==> config.mk <==
export PLATFORM = sky130hd
export DESIGN_NAME = uid_cascade_resp
export DESIGN_NICKNAME = d
export VERILOG_FILES = /design/src/rtl/uidc_pkg.sv /design/src/rtl/uidc_rst_sync.sv /design/src/rtl/uidc_mode_dec.sv /design/src/rtl/uidc_rnd_latch.sv /design/src/rtl/uidc_frame_build.sv /design/src/rtl/uid_cascade_resp.sv
export SDC_FILE = /design/constraint.sdc
export NUM_CORES = 1
export LEC_CHECK = 0
export ABC_CLOCK_PERIOD_IN_PS = 2700
export BUFFER_PORTS_ARGS = -buffer_cell sky130_fd_sc_hd__buf_2
export CAP_MARGIN = 15
export CORE_ASPECT_RATIO = 1.4
export CORE_MARGIN = 4
export CORE_UTILIZATION = 50
export DETAILED_ROUTE_END_ITERATION = 10
export GPL_TIMING_DRIVEN = 0
export MAX_ROUTING_LAYER = met4
export PLACE_DENSITY = 0.8
export SYNTH_ARGS = -nofsm -noshare
export SYNTH_HDL_FRONTEND = slang
export SYNTH_SLANG_ARGS = --single-unit
==> constraint.sdc <==
create_clock -name clk -period 2.7 [get_ports clk]
set_input_delay 0.54 -clock clk [delete_from_list [all_inputs] [get_ports clk]]
set_output_delay 0.54 -clock clk [all_outputs]
set_load 0.05 [all_outputs]
==> src/rtl/uidc_pkg.sv <==
`timescale 1ns/1ps
package uidc_pkg;
  localparam int BYTE_W       = 8;
  localparam int FRAME_BYTES  = 5;
  localparam int PAY_BYTES    = FRAME_BYTES - 1;
  localparam logic [BYTE_W-1:0] TAG_CASCADE = 8'h88;
  localparam logic [BYTE_W-1:0] TAG_RANDOM  = 8'h08;
  localparam logic [1:0] LVL_ONE   = 2'd1;
  localparam logic [1:0] LVL_TWO   = 2'd2;
  localparam logic [1:0] SEC_TOP   = 2'd3;

  typedef enum logic [1:0] {
    IDM_SHORT  = 2'd0,
    IDM_DOUBLE = 2'd1,
    IDM_RANDOM = 2'd2
  } id_mode_e;
endpackage

==> src/rtl/uidc_rst_sync.sv <==
`timescale 1ns/1ps
module uidc_rst_sync #(
  parameter int STAGES = 2
) (
  input  logic clk,
  input  logic rst_n,
  output logic rst_sync_n
);
  logic [STAGES-1:0] chain_q;

  always_ff @(posedge clk or negedge rst_n) begin
    if (!rst_n) chain_q <= '0;
    else        chain_q <= {chain_q[STAGES-2:0], 1'b1};
  end

  assign rst_sync_n = chain_q[STAGES-1];
endmodule

==> src/rtl/uidc_mode_dec.sv <==
`timescale 1ns/1ps
module uidc_mode_dec
  import uidc_pkg::*;
(
  input  logic           uid_len7,
  input  logic           rand_en,
  input  logic [1:0]     sec_lvl,
  input  logic [1:0]     casc_lvl,
  output id_mode_e       mode,
  output logic           lvl_ok,
  output logic           lvl_last
);
  always_comb begin
    if (rand_en && (sec_lvl == SEC_TOP)) mode = IDM_RANDOM;
    else if (uid_len7)                   mode = IDM_DOUBLE;
    else                                 mode = IDM_SHORT;

    lvl_ok   = (casc_lvl == LVL_ONE) ||
               ((casc_lvl == LVL_TWO) && (mode == IDM_DOUBLE));
    lvl_last = (mode != IDM_DOUBLE) || (casc_lvl == LVL_TWO);
  end
endmodule

==> src/rtl/uidc_rnd_latch.sv <==
`timescale 1ns/1ps
module uidc_rnd_latch #(
  parameter int RND_W = 24
) (
  input  logic             clk,
  input  logic             rst_n,
  input  logic             field_on,
  input  logic [RND_W-1:0] rnd_word,
  output logic [RND_W-1:0] rnd_eff
);
  logic             armed_q, armed_d;
  logic [RND_W-1:0] rnd_q, rnd_d;
  logic             cap;

  always_comb begin
    cap     = field_on & armed_q;
    armed_d = ~field_on;
    rnd_d   = cap ? rnd_word : rnd_q;
    rnd_eff = rnd_d;
  end

  always_ff @(posedge clk or negedge rst_n) begin
    if (!rst_n) begin
      armed_q <= 1'b1;
      rnd_q   <= '0;
    end else begin
      armed_q <= armed_d;
      if (cap) rnd_q <= rnd_d;
    end
  end

  // once captured, the random bytes hold while the field stays up
  assert_rnd_hold_R7: assert property (@(posedge clk) disable iff (!rst_n)
    (field_on && !armed_q) |=> $stable(rnd_q));
endmodule

==> src/rtl/uidc_frame_build.sv <==
`timescale 1ns/1ps
module uidc_frame_build
  import uidc_pkg::*;
#(
  parameter int UID_BYTES = 7,
  parameter int RND_BYTES = 3
) (
  input  id_mode_e                       mode,
  input  logic                           is_l2,
  input  logic [UID_BYTES*BYTE_W-1:0]    uid,
  input  logic [RND_BYTES*BYTE_W-1:0]    rnd,
  output logic [FRAME_BYTES*BYTE_W-1:0]  frame
);
  localparam int UID_W = UID_BYTES * BYTE_W;
  localparam int PAY_W = PAY_BYTES * BYTE_W;

  logic [PAY_W-1:0]  pay;
  logic [BYTE_W-1:0] acc [0:PAY_BYTES];

  always_comb begin
    case (mode)
      IDM_RANDOM: pay = {rnd, TAG_RANDOM};
      IDM_DOUBLE: pay = is_l2 ? uid[UID_W-1 -: PAY_W]
                              : {uid[PAY_W-BYTE_W-1:0], TAG_CASCADE};
      default:    pay = uid[PAY_W-1:0];
    endcase
  end

  assign acc[0] = '0;
  for (genvar i = 0; i < PAY_BYTES; i++) begin : g_bcc
    assign acc[i+1] = acc[i] ^ pay[i*BYTE_W +: BYTE_W];
  end

  assign frame = {acc[PAY_BYTES], pay};
endmodule

==> src/rtl/uid_cascade_resp.sv <==
`timescale 1ns/1ps
module uid_cascade_resp
  import uidc_pkg::*;
#(
  parameter int UID_BYTES = 7,
  parameter int RND_BYTES = 3
) (
  input  logic                          clk,
  input  logic                          rst_n,
  input  logic                          field_on,
  input  logic                          uid_len7,
  input  logic                          rand_en,
  input  logic [1:0]                    sec_lvl,
  input  logic [UID_BYTES*8-1:0]        uid_bytes,
  input  logic [RND_BYTES*8-1:0]        rnd_word,
  input  logic [1:0]                    casc_lvl,
  input  logic                          ac_req,
  input  logic                          sel_req,
  output logic                          resp_valid,
  output logic [FRAME_BYTES*8-1:0]      resp_data,
  output logic                          uid_done,
  output logic                          lvl_err
);
  localparam int UID_W   = UID_BYTES * BYTE_W;
  localparam int RND_W   = RND_BYTES * BYTE_W;
  localparam int FRAME_W = FRAME_BYTES * BYTE_W;
  localparam int PAY_W   = PAY_BYTES * BYTE_W;

  logic               rst_s_n;
  id_mode_e           mode;
  logic               lvl_ok, lvl_last;
  logic [RND_W-1:0]   rnd_eff;
  logic [FRAME_W-1:0] frame;

  logic               resp_v_q, resp_v_d;
  logic [FRAME_W-1:0] data_q, data_d;
  logic               done_q, done_d;
  logic               err_q, err_d;

  uidc_rst_sync #(.STAGES(2)) u_rst (
    .clk(clk), .rst_n(rst_n), .rst_sync_n(rst_s_n)
  );

  uidc_mode_dec u_dec (
    .uid_len7(uid_len7), .rand_en(rand_en), .sec_lvl(sec_lvl),
    .casc_lvl(casc_lvl), .mode(mode), .lvl_ok(lvl_ok), .lvl_last(lvl_last)
  );

  uidc_rnd_latch #(.RND_W(RND_W)) u_rnd (
    .clk(clk), .rst_n(rst_s_n), .field_on(field_on),
    .rnd_word(rnd_word), .rnd_eff(rnd_eff)
  );

  uidc_frame_build #(.UID_BYTES(UID_BYTES), .RND_BYTES(RND_BYTES)) u_frm (
    .mode(mode), .is_l2(casc_lvl == LVL_TWO), .uid(uid_bytes),
    .rnd(rnd_eff), .frame(frame)
  );

  always_comb begin
    resp_v_d = ac_req & lvl_ok;
    done_d   = sel_req & lvl_ok & lvl_last;
    err_d    = (ac_req | sel_req) & ~lvl_ok;
    data_d   = resp_v_d ? frame : data_q;
  end

  always_ff @(posedge clk or negedge rst_s_n) begin
    if (!rst_s_n) begin
      resp_v_q <= 1'b0;
      data_q   <= '0;
      done_q   <= 1'b0;
      err_q    <= 1'b0;
    end else begin
      resp_v_q <= resp_v_d;
      if (resp_v_d) data_q <= data_d;
      done_q   <= done_d;
      err_q    <= err_d;
    end
  end

  assign resp_valid = resp_v_q;
  assign resp_data  = data_q;
  assign uid_done   = done_q;
  assign lvl_err    = err_q;

  // the five bytes of every frame XOR to zero
  assert_frame_xor_R6: assert property (@(posedge clk) disable iff (!rst_s_n)
    resp_v_q |-> ((data_q[7:0] ^ data_q[15:8] ^ data_q[23:16] ^
                   data_q[31:24] ^ data_q[39:32]) == 8'h00));

  // a short identifier is copied unchanged
  assert_short_copy_R2: assert property (@(posedge clk) disable iff (!rst_s_n)
    (ac_req && mode == IDM_SHORT && casc_lvl == LVL_ONE)
      |=> (resp_v_q && data_q[PAY_W-1:0] == $past(uid_bytes[PAY_W-1:0])));

  // first part of a 7-byte identifier starts with the cascade tag
  assert_dbl_tag_R3: assert property (@(posedge clk) disable iff (!rst_s_n)
    (ac_req && mode == IDM_DOUBLE && casc_lvl == LVL_ONE)
      |=> (data_q[7:0] == TAG_CASCADE));

  // second part carries the upper identifier bytes
  assert_dbl_tail_R3: assert property (@(posedge clk) disable iff (!rst_s_n)
    (ac_req && mode == IDM_DOUBLE && casc_lvl == LVL_TWO)
      |=> (data_q[PAY_W-1:0] == $past(uid_bytes[UID_W-1 -: PAY_W])));

  // random frames start with the random tag
  assert_rand_tag_R4: assert property (@(posedge clk) disable iff (!rst_s_n)
    (ac_req && mode == IDM_RANDOM && casc_lvl == LVL_ONE)
      |=> (data_q[7:0] == TAG_RANDOM));

  // random mode only at the top security level
  assert_rand_gate_R5: assert property (@(posedge clk) disable iff (!rst_s_n)
    (mode == IDM_RANDOM) |-> (sec_lvl == SEC_TOP && rand_en));

  // an unanswerable level yields an error and no frame
  assert_l2_err_R8: assert property (@(posedge clk) disable iff (!rst_s_n)
    (ac_req && casc_lvl == LVL_TWO && mode != IDM_DOUBLE)
      |=> (err_q && !resp_v_q));

  // completion and error never coincide
  assert_done_err_R9: assert property (@(posedge clk) disable iff (!rst_s_n)
    !(done_q && err_q));
endmodule

After elaboration in Yosys (flattened, before gate mapping) --
Index checks and enable logic that the tools add are counted.
Storage, ports and cells: bits in latches 0, word-level logic and storage cells 33, ROM bits 0, output and inout bits 43, memories 0, bits in registers 70, bits in writable memories 0, bits of input ports 91
Cells by class: shift operators 0, multiply operators 0, bitwise operators 11, divide/modulo/power cells 0, $lt $le $gt $ge 0, equal/unequal tests 6, $add $sub $neg 0, multiplexer cells 5, reduce and logical (&&, ||, !) cells 4
Operator list (number):
- $pmux W32 S2 | 1
- $mux W32 | 1
- $mux W24 | 1
- $xor A8 B8 Y8 | 3
- $eq A2 B2 Y1 const B | 3
- $and A1 B1 Y1 | 5
- $eq A2 B1 Y1 const B | 2
- $logic_and A1 B1 Y1 | 2
- $logic_or A1 B1 Y1 | 2
- $mux W2 | 1
- $ne A2 B1 Y1 const B | 1
- $not A1 Y1 | 2
- $mux W1 | 1
- $or A1 B1 Y1 | 1

Longest topological paths before layout --
depth in word-level cells 8, mapped depth 9, gate-level depth less buffers 6

By module --
Synthesis repeated with hierarchy kept, for this count alone.
Second synthesis, totals: cell total of the unflattened synthesis 351, area, all modules 4388.0 sq um
By module, submodules not included:
- uid_cascade_resp | area each 1747.9 sq um, cells an instance 93, instances 1, sequential area each 1076.0 sq um
- uidc_rnd_latch | area each 1293.7 sq um, cells an instance 80, instances 1, sequential area each 626.9 sq um
- uidc_frame_build | area each 1237.4 sq um, cells an instance 167, instances 1, sequential area each 0.0 sq um
- uidc_mode_dec | area each 55.1 sq um, cells an instance 8, instances 1, sequential area each 0.0 sq um
- uidc_rst_sync | area each 53.8 sq um, cells an instance 3, instances 1, sequential area each 50.0 sq um

Worst setup path before layout --
OpenSTA, ideal clock, no wires.
kind input -> register, start input port casc_lvl[0], end register data_q[33], in the netlist resp_data[33], arrival 2.077 ns, required time 2.631 ns, cell stages on the path 8, setup slack 0.554 ns, library setup time 0.069 ns, path buffers 2, path through clkbuf_2 nand2b_4 nor3_4 buf_6 o21ai_2 and3_1 or4_1 nand3_1
On the way: word-level cells in the longest chain between the ends 6, elaborated cells between the ends (all ways) 10, classes of those cells 2 x eq/ne; 2 x mux; 4 x bitwise; 2 x reduce/logical
Ends and longest elaborated chain:
- from (decl) | RTL line uid_cascade_resp.sv:16 | input logic [1:0] casc_lvl,
- $eq A2 B2 Y1 | RTL line uidc_mode_dec.sv:19, uid_cascade_resp.sv:55
- $mux W32 | RTL line uidc_frame_build.sv:23 | IDM_DOUBLE: pay = is_l2 ? uid[UID_W-1 -: PAY_W]
- $pmux W32 S2 | RTL line uidc_frame_build.sv:21 | case (mode)
- $xor A8 B8 Y8 (3 in series) | RTL line uidc_frame_build.sv:31 | assign acc[i+1] = acc[i] ^ pay[i*BYTE_W +: BYTE_W];
- to (signal assigned) | RTL line uid_cascade_resp.sv:74 | if (resp_v_d) data_q <= data_d;
- to (decl) | RTL line uid_cascade_resp.sv:36 | logic [FRAME_W-1:0] data_q, data_d;
Several ways; a longest one is shown, not always the timed one. A chain may end at the register's enable or synchronous reset.

Final worst setup path --
start input port rand_en, end register data_q[39], in the netlist resp_data[39]
On the way: word-level cells in the longest chain between the ends 7, elaborated cells between the ends (all ways) 11, classes of those cells 2 x eq/ne; 2 x mux; 4 x bitwise; 3 x reduce/logical
Ends and longest elaborated chain:
- from (decl) | RTL line uid_cascade_resp.sv:12 | input logic rand_en,
- $logic_and A1 B1 Y1 * | RTL line uidc_mode_dec.sv:14 | if (rand_en && (sec_lvl == SEC_TOP)) mode = IDM_RANDOM;
- $mux W2 * | RTL line uidc_mode_dec.sv:14
- $eq A2 B1 Y1 / $eq A2 B2 Y1 (equally long branches) | RTL line uidc_mode_dec.sv:19, uidc_frame_build.sv:21
- $pmux W32 S2 | RTL line uidc_frame_build.sv:21
- $xor A8 B8 Y8 (3 in series) | RTL line uidc_frame_build.sv:31
Every way passes the cells marked *; elsewhere a longest branch is shown, timed or not.

==> impl_metrics.env <==
export IMPL_run_status="complete, no violations"
export IMPL_yosysSeqAreaShare_pct=47.25
export IMPL_vias=3587
export IMPL_synth_cells=373
export IMPL_cp_max_fo=10
export IMPL_final_common_cell="buf_2"
export IMPL_drc=0
export IMPL_routabilityCongestion=0.9785
export IMPL_yosys_warnings=0
export IMPL_whs_ps=322.9
export IMPL_synth_avg_cell_area_sq_um=9.946
export IMPL_fp_dieArea_sq_mm=0.008882
export IMPL_switching_power_mw=1.374
export IMPL_r2r_slack_ps=280
export IMPL_drt_pass1_iter_count=5
export IMPL_ys_types=49
export IMPL_hpwl_um=8879
export IMPL_netlist_area_sq_mm=0.003710
export IMPL_hold_end="u_rnd.armed_q"
export IMPL_overflow=0
export IMPL_fin_setup_tns_ps=0
export IMPL_io_pins=134
export IMPL_grt_util_met2_pct=44.71
export IMPL_wirelength_um=11780
export IMPL_start_util_pct=52.46
export IMPL_fmax_mhz=393.2
export IMPL_grt_usage_pct=28.12
export IMPL_core_sq_mm=0.007072
export IMPL_area_growth_syn_to_layout_pct=27.32
export IMPL_async_reset_ff_share_pct=100.0
export IMPL_fin_crit_ps=2544
export IMPL_top_usage_layer="met2"
export IMPL_numCtsBuffers=9
export IMPL_slew_viol_final=0
export IMPL_drv_cap=0
export IMPL_pwr_share_seq_pct=39.3
export IMPL_root_buffer="clkbuf_8"
export IMPL_grtUsageMet1_pct=34.61
export IMPL_min_path_type="input port to flop"
export IMPL_synth_edf_count=0
export IMPL_hp_start="field_on"
export IMPL_crit_path_start_kind="input port"
export IMPL_worstReg2RegStart="u_rnd.armed_q"
export IMPL_worstReg2RegEnd="resp_data[35]"
export IMPL_finalNonFillerCells=621
export IMPL_cts_htree_levels=3
export IMPL_placed_cells=600
export IMPL_final_cell_mix="140 x buf_2, 68 x dfrtp_1, 65 x nand2_1"
export IMPL_final_util_pct=66.79
export IMPL_port_buffers=132
export IMPL_worstPathArrival_ps=2820
export IMPL_clockBufferDepth=2
export IMPL_grt_max_degree=69
export IMPL_grt_pass1_wl_um=17910
export IMPL_slew_headroom_pct=42.50
export IMPL_syn_num_nets=464
export IMPL_ys_ff_latch=70
export IMPL_tightest_slew_ps=862.5
export IMPL_worstSetupEndpointType="flop"
export IMPL_swShare_pct=40.32
export IMPL_vias_per_cell=5.776
export IMPL_ant_nets=0
export IMPL_p_leak_nw=2.469
export IMPL_n_antenna_cell=0
export IMPL_antenna_found_initial=0
export IMPL_drive_gt1_share_pct=35.93
export IMPL_numClockSinks=70
export IMPL_worstHoldPathCells=2
export IMPL_clock_skew_ps=5.323
export IMPL_period_share_pct=94.20
export IMPL_power_density_mw_per_mm2=721.5
export IMPL_finalHoldViolCount=0
export IMPL_clock_latency_ps=360
export IMPL_cts_tree="built"
export IMPL_internal_power_mw=2.034
export IMPL_wl_per_cell_um=18.98
export IMPL_fillers=592
export IMPL_synth_main_ff_cell="dfrtp_1"
export IMPL_setup_viol=0
export IMPL_ir_drop_mv=0.3490
export IMPL_die_w_um=80.80
export IMPL_nets=612
export IMPL_die_h_um=109.9
export IMPL_reg2regPathDepth=8
export IMPL_rows=36
export IMPL_critical_path_class="input port to flop"
export IMPL_grt_pass1_vias=3575
export IMPL_drt_initial_drc_count=280
export IMPL_clkTransAtPathRegs_ps=80
export IMPL_worstPathRequired_ps=2980
export IMPL_rsz0062_at_grt="no"
export IMPL_combinationalPowerShare_pct=36.1
export IMPL_p_clk_share_pct=24.6
export IMPL_gr_usage_met3_pct=4.344
worst max-delay path, cell delays in order:
cell      delay, ps
buf_2            90
and3_1          180
clkbuf_1        200
nor3_4           80
o21ai_0         550
clkbuf_1        480
clkbuf_1        470
nand2_1         120
o21ai_0         100
kinds of logic (layout without fill, tap and decap cells):
kind of cell	after synthesis	in the layout	synth area share, %
AO/OA/AOI/OAI	108	108	18.95
buffers and inverters	40	193	5.531
XOR/XNOR	15	15	5.767
flip-flops	70	70	47.25
AND/OR/NAND/NOR	108	108	13.49
other	1	1	0.1011
multiplexers	31	31	8.904
power groups by stage:
stage / Sequential (mW) / Clock (mW) / Combinational, mW
after floorplan: 1.83 / 0 / 0.398
after global placement: 1.35 / 0 / 1.20
after global routing: 1.37 / 0.886 / 1.30
after CTS: 1.34 / 0.843 / 1.22
after detailed placement: 1.36 / 0 / 1.22
final: 1.34 / 0.838 / 1.23
per-layer routing:
metal / wire (um) / vias to the layer above
li1: - / 1618
met1: 4563 / 1702
met2: 5656 / 223
met3: 1071 / 44
met4: 493 / 0
met5: 0 / -
worst max-delay path by stage:
stage                start             to  depth (start not counted)
3_5_place_dp       rand_en  resp_data[11]                          8
4_1_cts        casc_lvl[0]   resp_data[7]                         10
5_1_grt            rand_en  resp_data[34]                          9
2_1_floorplan  casc_lvl[0]  resp_data[33]                          8
3_3_place_gp   casc_lvl[0]  resp_data[25]                         10
6_report           rand_en  resp_data[39]                          9
registers in the layout, indices dropped and copies added (netlist names):
register / flops
lvl_err: 1
resp_data: 40
resp_valid: 1
u_rnd.armed_q: 1
u_rnd.rnd_q: 24
u_rst.chain_q: 2
uid_done: 1
synthesized netlist by cell type, types with 4 or more instances:
master,number,area [sq um]
a2bb2oi_1,11,96.34
a221o_1,5,50.05
inv_1,11,41.29
mux2_2,16,180.2
clkbuf_1,13,48.80
xnor2_1,7,61.31
buf_2,8,40.04
nor2_1,19,71.32
buf_6,5,56.30
a22oi_1,6,45.04
mux2i_1,15,150.1
nand2_1,65,244.0
a21oi_1,13,65.06
a211oi_1,9,67.56
dfrtp_1,69,1727
o22ai_1,4,25.02
o21ai_0,42,210.2
xnor3_1,6,135.1
and3b_1,8,70.07
layout make-up:
class                   instances  area, sq um  area share [%]
plain buffers                  28        157.7           3.338
clock buffers                  10        127.6           2.702
clock inverters                 6        62.56           1.325
inverters                      12        47.55           1.007
multi-input cells             263         1752           37.09
flip-flops and latches         70         1757           37.19
well taps                      95        118.9           2.517
repair buffers                137        700.7           14.83
repair_timing:
| action | 4_1_cts | 5_1_grt |
|---|---|---|
| hold buffers | 1 | 0 |
| gates resized for setup | 0 | 0 |
| setup buffers | 0 | 4 |
| endpoints found under the hold margin | 2 | 0 |
| setup endpoints to repair | 0 | 2 |
per-stage QoR:
| stage | area, sq um | setup WS, ps | total power, mW |
|---|---|---|---|
| floorplan | 3710 | 553.8 | 2.226 |
| global placement | 4489 | -124.0 | 2.557 |
| detailed placement | 4493 | -162.0 | 2.581 |
| CTS | 4693 | 206.5 | 3.409 |
| global route | 4723 | 100.5 | 3.552 |
| finish | 4723 | 156.5 | 3.408 |
No activity file was read; power rests on OpenSTA's default activity.
